--- src/rtl/i2s_xcvr_pkg.sv ---
package i2s_xcvr_pkg;
    // Channel selected by the LR clock level
    typedef enum logic {
        CH_LEFT  = 1'b0,
        CH_RIGHT = 1'b1
    } chan_e;
endpackage

--- src/rtl/i2s_edge_sync.sv ---
module i2s_edge_sync #(
    parameter int STAGES = 2
) (
    input  logic clk,
    input  logic rst_n,
    input  logic bck_i,
    input  logic lr_i,
    input  logic sd_i,
    output logic bck_rise,
    output logic bck_fall,
    output logic lr_s,
    output logic sd_s
);
    typedef struct packed {
        logic [STAGES-1:0] bck;
        logic [STAGES-1:0] lr;
        logic [STAGES-1:0] sd;
        logic              bck_last;
    } sync_t;

    sync_t st_d, st_q;

    always_comb begin
        st_d          = st_q;
        st_d.bck      = {st_q.bck[STAGES-2:0], bck_i};
        st_d.lr       = {st_q.lr[STAGES-2:0], lr_i};
        st_d.sd       = {st_q.sd[STAGES-2:0], sd_i};
        st_d.bck_last = st_q.bck[STAGES-1];
    end

    always_ff @(posedge clk) begin
        if (!rst_n) begin
            st_q <= '0;
        end else begin
            st_q <= st_d;
        end
    end

    // Edges are detected from the last two stages, so the edge pulses
    // line up with the lr_s and sd_s values taken from the same stage.
    assign bck_rise = st_q.bck[STAGES-1] & ~st_q.bck_last;
    assign bck_fall = ~st_q.bck[STAGES-1] & st_q.bck_last;
    assign lr_s     = st_q.lr[STAGES-1];
    assign sd_s     = st_q.sd[STAGES-1];
endmodule

--- src/rtl/i2s_slot_track.sv ---
module i2s_slot_track
    import i2s_xcvr_pkg::*;
#(
    parameter int SLOT_W = 32,
    localparam int POS_W = $clog2(SLOT_W)
) (
    input  logic             clk,
    input  logic             rst_n,
    input  logic             bck_rise,
    input  logic             lr_s,
    output logic             slot_start,
    output logic             slot_strobe,
    output chan_e            ended_chan,
    output logic [POS_W-1:0] bit_pos,
    output logic             armed
);
    localparam logic [POS_W-1:0] POS_MAX = POS_W'(SLOT_W - 1);

    typedef struct packed {
        logic             lr;
        logic             seen;
        logic             armed;
        logic [POS_W-1:0] pos;
    } trk_t;

    trk_t st_d, st_q;

    always_comb begin
        st_d        = st_q;
        // A transition needs a previously seen LR level to compare against
        slot_start  = bck_rise & st_q.seen & (lr_s != st_q.lr);
        slot_strobe = slot_start & st_q.armed;
        ended_chan  = chan_e'(st_q.lr);
        if (slot_start) begin
            bit_pos = '0;
        end else if (st_q.pos == POS_MAX) begin
            bit_pos = st_q.pos;
        end else begin
            bit_pos = st_q.pos + POS_W'(1);
        end
        if (bck_rise) begin
            st_d.lr   = lr_s;
            st_d.seen = 1'b1;
            st_d.pos  = bit_pos;
            if (slot_start) begin
                st_d.armed = 1'b1;
            end
        end
    end

    always_ff @(posedge clk) begin
        if (!rst_n) begin
            st_q <= '0;
        end else begin
            st_q <= st_d;
        end
    end

    assign armed = st_q.armed;
endmodule

--- src/rtl/i2s_rx_deser.sv ---
module i2s_rx_deser
    import i2s_xcvr_pkg::*;
#(
    parameter int WORD_W = 24,
    parameter int SLOT_W = 32,
    localparam int POS_W = $clog2(SLOT_W)
) (
    input  logic              clk,
    input  logic              rst_n,
    input  logic              bck_rise,
    input  logic              sd_s,
    input  logic [POS_W-1:0]  bit_pos,
    input  logic              slot_strobe,
    input  chan_e             ended_chan,
    output logic [WORD_W-1:0] left_o,
    output logic [WORD_W-1:0] right_o,
    output logic              left_vld_o,
    output logic              right_vld_o
);
    localparam logic [POS_W-1:0] LAST_BIT = POS_W'(WORD_W);

    typedef struct packed {
        logic [WORD_W-1:0] sh;
        logic [WORD_W-1:0] left;
        logic [WORD_W-1:0] right;
        logic              lv;
        logic              rv;
    } rx_t;

    rx_t  st_d, st_q;
    logic data_bit;

    always_comb begin
        st_d     = st_q;
        st_d.lv  = 1'b0;
        st_d.rv  = 1'b0;
        data_bit = bck_rise && (bit_pos != '0) && (bit_pos <= LAST_BIT);
        if (data_bit) begin
            st_d.sh = {st_q.sh[WORD_W-2:0], sd_s};
        end
        if (slot_strobe) begin
            if (ended_chan == CH_RIGHT) begin
                st_d.right = st_q.sh;
                st_d.rv    = 1'b1;
            end else begin
                st_d.left  = st_q.sh;
                st_d.lv    = 1'b1;
            end
        end
    end

    always_ff @(posedge clk) begin
        if (!rst_n) begin
            st_q <= '0;
        end else begin
            st_q <= st_d;
        end
    end

    assign left_o      = st_q.left;
    assign right_o     = st_q.right;
    assign left_vld_o  = st_q.lv;
    assign right_vld_o = st_q.rv;
endmodule

--- src/rtl/i2s_tx_ser.sv ---
module i2s_tx_ser
    import i2s_xcvr_pkg::*;
#(
    parameter int WORD_W = 24
) (
    input  logic              clk,
    input  logic              rst_n,
    input  logic              slot_start,
    input  logic              lr_s,
    input  logic              bck_fall,
    input  logic [WORD_W-1:0] tx_left_i,
    input  logic [WORD_W-1:0] tx_right_i,
    output logic              sd_o
);
    typedef struct packed {
        logic [WORD_W-1:0] sh;
        logic              out;
    } tx_t;

    tx_t st_d, st_q;

    always_comb begin
        st_d = st_q;
        // Loading on the position-0 rising edge puts the MSB out on the
        // following falling edge; zeros shifted in fill the slot tail.
        if (slot_start) begin
            st_d.sh = (chan_e'(lr_s) == CH_RIGHT) ? tx_right_i : tx_left_i;
        end else if (bck_fall) begin
            st_d.out = st_q.sh[WORD_W-1];
            st_d.sh  = {st_q.sh[WORD_W-2:0], 1'b0};
        end
    end

    always_ff @(posedge clk) begin
        if (!rst_n) begin
            st_q <= '0;
        end else begin
            st_q <= st_d;
        end
    end

    assign sd_o = st_q.out;
endmodule

--- src/rtl/i2s_slave_xcvr.sv ---
module i2s_slave_xcvr
    import i2s_xcvr_pkg::*;
#(
    parameter int WORD_W      = 24,
    parameter int SLOT_W      = 32,
    parameter int SYNC_STAGES = 2,
    localparam int POS_W      = $clog2(SLOT_W)
) (
    input  logic              clk,
    input  logic              rst_n,
    input  logic              bck_i,
    input  logic              lr_i,
    input  logic              sd_i,
    output logic              sd_o,
    input  logic [WORD_W-1:0] tx_left_i,
    input  logic [WORD_W-1:0] tx_right_i,
    output logic [WORD_W-1:0] rx_left_o,
    output logic [WORD_W-1:0] rx_right_o,
    output logic              rx_left_vld_o,
    output logic              rx_right_vld_o
);
    logic             bck_rise;
    logic             bck_fall;
    logic             lr_s;
    logic             sd_s;
    logic             slot_start;
    logic             slot_strobe;
    chan_e            ended_chan;
    logic [POS_W-1:0] bit_pos;
    logic             slot_armed;

    i2s_edge_sync #(.STAGES(SYNC_STAGES)) u_sync (
        .clk      (clk),
        .rst_n    (rst_n),
        .bck_i    (bck_i),
        .lr_i     (lr_i),
        .sd_i     (sd_i),
        .bck_rise (bck_rise),
        .bck_fall (bck_fall),
        .lr_s     (lr_s),
        .sd_s     (sd_s)
    );

    i2s_slot_track #(.SLOT_W(SLOT_W)) u_track (
        .clk         (clk),
        .rst_n       (rst_n),
        .bck_rise    (bck_rise),
        .lr_s        (lr_s),
        .slot_start  (slot_start),
        .slot_strobe (slot_strobe),
        .ended_chan  (ended_chan),
        .bit_pos     (bit_pos),
        .armed       (slot_armed)
    );

    i2s_rx_deser #(.WORD_W(WORD_W), .SLOT_W(SLOT_W)) u_rx (
        .clk         (clk),
        .rst_n       (rst_n),
        .bck_rise    (bck_rise),
        .sd_s        (sd_s),
        .bit_pos     (bit_pos),
        .slot_strobe (slot_strobe),
        .ended_chan  (ended_chan),
        .left_o      (rx_left_o),
        .right_o     (rx_right_o),
        .left_vld_o  (rx_left_vld_o),
        .right_vld_o (rx_right_vld_o)
    );

    i2s_tx_ser #(.WORD_W(WORD_W)) u_tx (
        .clk        (clk),
        .rst_n      (rst_n),
        .slot_start (slot_start),
        .lr_s       (lr_s),
        .bck_fall   (bck_fall),
        .tx_left_i  (tx_left_i),
        .tx_right_i (tx_right_i),
        .sd_o       (sd_o)
    );
endmodule

--- config.mk ---
export PLATFORM = sky130hd
export DESIGN_NAME = i2s_slave_xcvr
export DESIGN_NICKNAME = d
export VERILOG_FILES = /design/src/rtl/i2s_xcvr_pkg.sv /design/src/rtl/i2s_edge_sync.sv /design/src/rtl/i2s_slot_track.sv /design/src/rtl/i2s_rx_deser.sv /design/src/rtl/i2s_tx_ser.sv /design/src/rtl/i2s_slave_xcvr.sv
export SDC_FILE = /design/constraint.sdc
export NUM_CORES = 1
export LEC_CHECK = 0
export BUFFER_PORTS_ARGS = -buffer_cell sky130_fd_sc_hd__buf_4
export CAP_MARGIN = 20
export CORE_AREA = 2 2 119 121
export DETAILED_ROUTE_END_ITERATION = 16
export DIE_AREA = 0 0 121 123
export PLACE_DENSITY_LB_ADDON = 0.08
export SKIP_LAST_GASP = 1
export SLEW_MARGIN = 20
export SYNTH_ARGS = -nofsm -noshare
export SYNTH_HDL_FRONTEND = slang
export SYNTH_SLANG_ARGS = --single-unit
--- constraint.sdc ---
create_clock -name clk -period 1.7 [get_ports clk]
set_input_delay 0.17 -clock clk [delete_from_list [all_inputs] [get_ports clk]]
set_output_delay 0.17 -clock clk [all_outputs]
set_load 0.02 [all_outputs]
# Word-level counts from Yosys, hierarchy flattened
# Index checks and enable logic that the tools add are counted.
op_classes:
  add_sub_neg: 1
  order_cmp: 1
  n_eq_ne: 2
  n_mux: 7
  bitwise: 9
  reduce_logical: 9
op_table:
  columns: ["op", "n"]
  rows:
  - ["$mux W24", 2]
  - ["$mux W25", 1]
  - ["$mux W5", 2]
  - ["$reduce_and A2 Y1", 5]
  - ["$add A5 B1 Y5 const B", 1]
  - ["$and A1 B1 Y1", 5]
  - ["$eq A5 B5 Y1 const B", 1]
  - ["$le A5 B5 Y1 const B", 1]
  - ["$reduce_bool A5 Y1", 1]
  - ["$not A1 Y1", 4]
  - ["$logic_and A1 B1 Y1", 2]
  - ["$mux W1", 2]
  - ["$reduce_bool A2 Y1", 1]
  - ["$ne A1 B1 Y1", 1]
totals:
  register_bits: 114
  out_inout_bits: 51

# Logic depth before layout (Yosys ltp)
# Gate-level depths: netlist (run 1).
logic_depth:
  depth_word: 8
  depth_mapped: 8

# By module
# A second synthesis (run 1) with hierarchy kept.
hier_totals:
  cells_unflattened: 672
  hier_area_um2: 5799.3
modules_own_cells:
  columns: ["module", "instances", "cells_per_inst", "area_each_um2", "seq_area_each_um2"]
  rows:
  - ["i2s_rx_deser", 1, 491, 3878.7, 1481.4]
  - ["i2s_tx_ser", 1, 113, 1288.7, 500.5]
  - ["i2s_slot_track", 1, 52, 435.4, 160.2]
  - ["i2s_edge_sync", 1, 16, 196.4, 140.1]

# Worst setup path after synthesis (run 1)
# No wires, ideal clock.
synth_timing:
  path_kind: "reg-to-reg"
  from: "reg u_track.st_q[0] (netlist bit)"
  to: "reg u_rx.st_q[56] (netlist bit)"
  setup_time_ns: 0.072
  arrival_ns: 1.678
  required_time_ns: 1.628
  slack_ns: -0.050
  stages_incl_launch_ff: 8
  n_path_buf: 1
  period_less_slack_ns: 1.750
  cell_sequence: "dfxtp_1 ha_1 and3b_1 o32ai_1 nand2_2 o2111ai_4 buf_6 mux2i_1"
synth_between:
  elab_chain_len: 6
  elab_cells_between_ends: 8
  classes_between: "add/sub: 1; order compare: 1; eq/ne: 1; mux: 2; reduce/logical: 3"
synth_rtl:
  columns: ["element", "line_no", "rtl"]
  rows:
  - ["from (decl)", "i2s_slot_track.sv:26", "trk_t st_d, st_q;"]
  - ["from (signal assigned)", "i2s_slot_track.sv:55", "st_q <= st_d;"]
  - ["$add A5 B1 Y5 or $eq A5 B5 Y1 (tied branches)", "i2s_slot_track.sv:39, i2s_slot_track.sv:36", null]
  - ["$mux W5 (*)", "i2s_slot_track.sv:36", "end else if (st_q.pos == POS_MAX) begin"]
  - ["$mux W5 (*)", "i2s_slot_track.sv:34", "if (slot_start) begin"]
  - ["parallel branches: the longest is 2 deep, another holds $le A5 B5 Y1", null, null]
  - ["$logic_and A1 B1 Y1 (*)", "i2s_rx_deser.sv:37", "data_bit = bck_rise && (bit_pos != '0) && (bit_pos <= LAST_BIT);"]
  - ["to (signal assigned)", "i2s_rx_deser.sv:56", "st_q <= st_d;"]
  - ["to (decl)", "i2s_rx_deser.sv:30", "rx_t st_d, st_q;"]
# Mark *: on every way between the ends.
# A chain may end at the register's enable or synchronous reset.

# Worst setup path after layout (run 1)
# Same ends and word-level chain as after synthesis.

==> results of run 1 <==
## tightest hold or removal path, cell delays in order
cell	delay (ps)
buf_4	70
mux2i_1	50
nand2_1	60
and3_1	130
## sequential cells by signal (all words and copies together) (netlist names), 4 cells and up
signal / flops
u_rx.left_o: 24
u_rx.right_o: 24
u_rx.st_q: 24
u_tx.st_q: 24
u_track.st_q: 6
u_sync.st_d: 4
## cell type report
type / count / area share, %
Multi-Input combinational cell: 372 / 37.0
Sequential cell: 114 / 34.3
Timing Repair Buffer: 132 / 17.5
Clock buffer: 22 / 7.26
Tap cell: 180 / 3.38
Clock inverter: 7 / 0.526
Inverter: 1 / 0.0563
## worst min-delay path by stage
stage                  startpoint        endpoint  slack, ps  cells after the start
floorplan                    sd_i  u_sync.st_d[2]        300                      1
finish              tx_left_i[23]   u_tx.st_q[24]        100                      4
detailed placement          bck_i  u_sync.st_d[6]        390                      2
CTS                 tx_left_i[23]   u_tx.st_q[24]         90                      4
global route        tx_right_i[2]    u_tx.st_q[3]        110                      4
global placement             lr_i  u_sync.st_d[4]        380                      2
## synth_stat cells (2+ instances only)
cell / count
nand3_1: 4
nor2_1: 2
nor3b_4: 2
a21oi_1: 3
buf_4: 48
a21boi_2: 21
clkbuf_1: 15
buf_6: 6
nand2_1: 156
and2_1: 10
o22ai_1: 2
and3_1: 25
nand2_2: 21
a21boi_1: 28
nand2b_1: 2
mux2i_1: 72
a31oi_1: 3
o21a_1: 2
or3b_1: 2
nor2b_1: 2
buf_2: 15
buf_12: 2
dfxtp_1: 114
a21boi_0: 2
## kinds of logic (layout without fill, tap and decap cells)
logic type | Yosys count | after routing
AND/OR/NAND/NOR | 231 | 231
flip-flops | 114 | 114
buffers and inverters | 87 | 162
multiplexers | 72 | 72
AO/OA/AOI/OAI | 67 | 67
adder cells (fa/ha/maj) | 1 | 1
XOR/XNOR | 1 | 1
## power by group through the flow
stage               Clock [uW]  Sequential [uW]  Combinational [uW]
CTS                       3190             2700                 291
global placement             0             2750                 283
finish                    3100             2700                 310
floorplan                    0             2750                 154
global route              3290             2700                 337
detailed placement           0             2750                 286
## metrics by stage
step                area [sq um]  setup slack (ps)  std cells  setup TNS (ps)  utilization (%)
floorplan                   5320              4.56        573               0                -
global placement            5990              66.5        791               0             44.0
detailed placement          5990             -28.5        791            -101             44.0
CTS                         6540             -43.3        823            -169             48.1
global route                6670              -110        828           -1980             49.0
finish                      6670             -25.5        828            -157             49.0
## metal layers
metal,track usage (%),share of wire (%),up-vias
met2,24.8,51,77
met4,7.41,1.4,0
li1,-,-,1981
met3,3.97,4.3,11
met5,0,0,-
met1,16.8,43,1782
## what timing repair did
item,in CTS,in global routing
hold buffers,3,0
cloned,0,3
buffers inserted,0,2
pin swaps,1,2
endpoints found under the hold margin,3,0
endpoints found under the setup margin,9,48
resized for setup,0,8
==> out/results.ini, run 1 <==
[logic_synthesis]
synthAdderAreaFrac_pct=0.235
ys_top_cells_by_area=dfxtp_1 (43%), mux2i_1 (14%), nand2_1 (11%)
synth_nets=627
avgSynthCellArea_sq_um=9.29
ys.flop_type=dfxtp_1
synth_top_area_share_pct=42.9
yosys.area.top_type=dfxtp_1
synthCells=573
synth-edff-count=0
synth-compound-area-share_pct=11.2
synth_xor_area_share_pct=0.165
yosys.area_share.simple_pct=20.6
ys_ff_latch=114
syn_area_sq_mm=0.00532
yosys_warnings=0
async_reset_ff_share_pct=0
synth_top_family_by_area=simple AND/OR/NAND/NOR gates
synth_mux_area_share_pct=13.5
yosysSeqAreaShare_pct=42.9
ys_types=38

[finish]
drive_gt1_share_pct=32.9
antenna_cells=0
area_growth_pct=25.3
final_common_cell=nand2_1
seqCellArea_sq_mm=0.00229
most-common-layout-cells=nand2_1 (156), buf_4 (115), dfxtp_1 (111)
nets=692
multi_input_area_sq_mm=0.00247
fillers=1316

[clock_network]
cts_tree=built
ctsHtreeMaxLevel=4
path_clk_slew_ps=50
cts-root-buf=clkbuf_16
clockBufferDepth=2
cts.sinks=114
cts-buffers-inserted=17
insertion_delay_ps=410

[drt]
remaining_drc_errors=0
wire_per_inst_microns=12.7
first_iter_violations=174
totalWireLength_mm=10.5
drt_first_pass_iters=4
route.vias.total=3851
vias_per_cell=4.65
drtAntennaViolNets=0

[floorplan]
core_sq_mm=0.0136
initial_core_util_pct=39.1
fp-row-count=43
fp.dieH_microns=123
die_w_microns=121
dieArea_sq_mm=0.0149
pin_count=104

[critical_path]
worstSetupPathType=flop to flop
required_ps=1990
r2r_cells=9
setup.worst_path.start=u_track.st_q[0]
cp-start-kind=flop
rr_endpoint=u_rx.st_q[56]
critPathMaxStageDelay_ps=330
end_kind=flop
rrSetupSlack_ps=-30
critical_path.endpoint=u_rx.st_q[56]
slowest_stage=dfxtp_2
cp.depth=9
path_buf_inv=3
path_max_fanout=5
cp_cell_sequence=ha_4 > buf_4 > a31oi_2 > o32ai_2 > nand2_2 > o2111ai_4 > buf_12 > clkbuf_16 > mux2i_1
rr_startpoint=u_track.st_q[0]
worstPathArrival_ps=2020
crit_family=buffers and inverters

[timing]
worst_pin_slew_ps=330
period_needed_ps=1730
rsz0062_at_grt=yes
setup_slack_ps=-25.5
setup_viol=11
finClkSkew_ps=7.16
final_max_slew_viol_count=0
whs_ps=100
slew_headroom_pct=78.0
finalCritPeriodShare_pct=102
fmax_mhz=580
hold_viol_final=0

[global_routing]
grt_pass1_wl_mm=16.9
grt_pass1_vias=3664
grt_overflow=0
antenna_found_initial=0
track_usage_pct=14.6
grt_max_degree=39

[placement]
hpwlAfterDp_mm=7.06
routabilityCongestion=0.730
portBuffers=103

[job]
cap_violations=0

[run_status]
status=finished with violations
violations=setup timing

[power]
switchingPower_uw=1260
ir_drop_mv=0.622
finalPower_uw=6110
pwr-share-clk_pct=50.7
seq_power_share_pct=44.2
netSwitchingFraction_pct=20.7
power.internal_uw=4840
p_leak_uw=0.00305
p_comb_share_pct=5.1
power_density_mw_per_mm2=916

[min_path]
hp-class=input pin to flop

(Power assumes the default switching activity.)
==> inputs of run 2 (changes only) <==
Settings changed: CORE_AREA 2 2 119 121 to 2 2 115 117, DIE_AREA 0 0 121 123 to 0 0 117 119.
Clock period 1.7 ns to 1.6 ns, I/O delays scaled along.
==> run 2 against run 1 <==
Die area shrank 6.5%. Setup slack lost 41 ps. Clock skew is essentially flat. Core utilization grew 3.1 points. Sequential share of layout area shrank 0.15 points. The run still ends with setup timing left. Power grew 15%. Combinational power grew 3%. Largest cell class unchanged.
==> out/results.ini, run 2 (synthesis gave the netlist of run 1 again) <==
[critical_path]
cp-start-kind=flop
end_kind=flop
worstSetupPathType=flop to flop
rrSetupSlack_ps=-70  ; -40 ps
required_ps=1940  ; -50 ps
path_max_fanout=7  ; +2
worstPathArrival_ps=2000  ; -20 ps

[timing]
finClkSkew_ps=7.58  ; +0.420 ps
final_max_slew_viol_count=0  ; unchanged
rsz0062_at_grt=yes
hold_viol_final=0  ; unchanged
setup_viol=24  ; +13
setup_slack_ps=-66.8  ; -41.3 ps
whs_ps=32.4  ; -67.7 ps
period_needed_ps=1670  ; -58.7 ps
worst_pin_slew_ps=398  ; +67.7 ps
tns_ps=-1030  ; -871 ps
slew_headroom_pct=73.5  ; -4.5 points
fmax_mhz=600  ; +3.5%
finalCritPeriodShare_pct=104  ; +2.7 points

[clock_network]
insertion_delay_ps=410  ; about the same
clockBufferDepth=2  ; unchanged
ctsHtreeMaxLevel=4  ; unchanged
path_clk_slew_ps=50  ; about the same
cts-buffers-inserted=17  ; unchanged
cts.sinks=114  ; unchanged
cts-root-buf=clkbuf_16
cts_tree=built

[placement]
place_ws_ps=-28.7  ; -0.180 ps
portBuffers=103  ; unchanged
hpwlAfterDp_mm=6.83  ; -3.2%
routabilityCongestion=0.785  ; +7.5%

[floorplan]
core_sq_mm=0.0129  ; -5.4%
pin_count=104  ; unchanged
fp.dieH_microns=119  ; -3.3%
die_w_microns=117  ; -3.3%
dieArea_sq_mm=0.0139  ; -6.5%
fp-row-count=42  ; -2.3%
initial_core_util_pct=41.3  ; +2.2 points

[finish]
fin_util_pct=52.1  ; +3.1 points
drive_gt1_share_pct=33.0  ; +0.10 points
antenna_cells=0  ; unchanged
nets=687  ; -0.72%
most-common-layout-cells=nand2_1 (156), buf_4 (112), dfxtp_1 (109)
final_common_cell=nand2_1
area_growth_pct=26.0

[global_routing]
grt_max_degree=66  ; +69%
antenna_found_initial=0  ; unchanged
track_usage_pct=15.2  ; +0.68 points
grt_overflow=0  ; unchanged
grt_pass1_wl_mm=16.8  ; -0.73%
grt_pass1_vias=3676  ; +0.33%

[power]
ir_drop_mv=0.674  ; +8.4%
p_leak_uw=0.00306  ; about the same
finalPower_uw=7030  ; +15%
power_density_mw_per_mm2=1050  ; +14%

[drt]
wire_per_inst_microns=12.5  ; -2.1%
drtAntennaViolNets=0  ; unchanged
first_iter_violations=180  ; +3.4%
totalWireLength_mm=10.2  ; -2.8%
route.vias.total=3869  ; +0.47%
remaining_drc_errors=0  ; unchanged
vias_per_cell=4.71  ; +1.2%
drt_first_pass_iters=5  ; +1

[run_status]
status=finished with violations
violations=setup timing

[job]
cap_violations=0  ; unchanged

[min_path]
hp-class=input pin to flop

run 2: worst max-delay path, cell delays in order, from the launching register on:
cell and delay (ps):
dfxtp_2 350, ha_4 180, and3b_1 200, o211ai_1 130
o2111ai_4 340, clkbuf_16 230, mux2i_1 170
run 2: final cells by class:
type	instances	area (sq um)
fillers	1232	6170
multi-input cells	372	2470
flip-flops and latches	114	2290
repair buffers	127	1110
clock buffers	22	484
well taps	176	220
clock inverters	10	130
inverters	1	3.75
run 2: where the power goes:
group | total [uW] | switching, uW | leakage, uW | internal, uW
sequential | 2870 | 8.79 | 0.000922 | 2860
clock | 3850 | 1250 | 0.000302 | 2600
combinational | 318 | 124 | 0.00183 | 194
run 2: path summary, 6_finish.rpt:
check,start,to,cells after the start
worst max register to register,u_track.st_q[1],u_rx.st_q[65],6
worst max-delay path,u_track.st_q[1],u_rx.st_q[65],6
worst min register to register,u_sync.st_d[2],u_sync.sd_s,1
worst min-delay path,rst_n,u_rx.left_vld_o,2
run 2: routing by layer:
layer	vias up	GRT usage (%)	wire length (microns)
met5	-	0	0
met4	0	6.47	199
met3	18	4.73	470
met2	89	24.6	5000
met1	1784	18.7	4570
li1	1978	-	-
run 2: stage by stage:
stage | instance area [sq um] | std cells
floorplan | 5350 | 573
finish | 6700 | 822
CTS | 6650 | 820
global placement | 6010 | 785
global route | 6700 | 822
detailed placement | 6010 | 785
run 2: timing repair:
action | in CTS | in global routing
setup buffers | 0 | 1
gates cloned | 0 | 1
gates resized for setup | 0 | 6
hold endpoints to repair | 3 | 0
endpoints found under the setup margin | 20 | 48
pin swaps | 0 | 3
hold buffers | 3 | 0
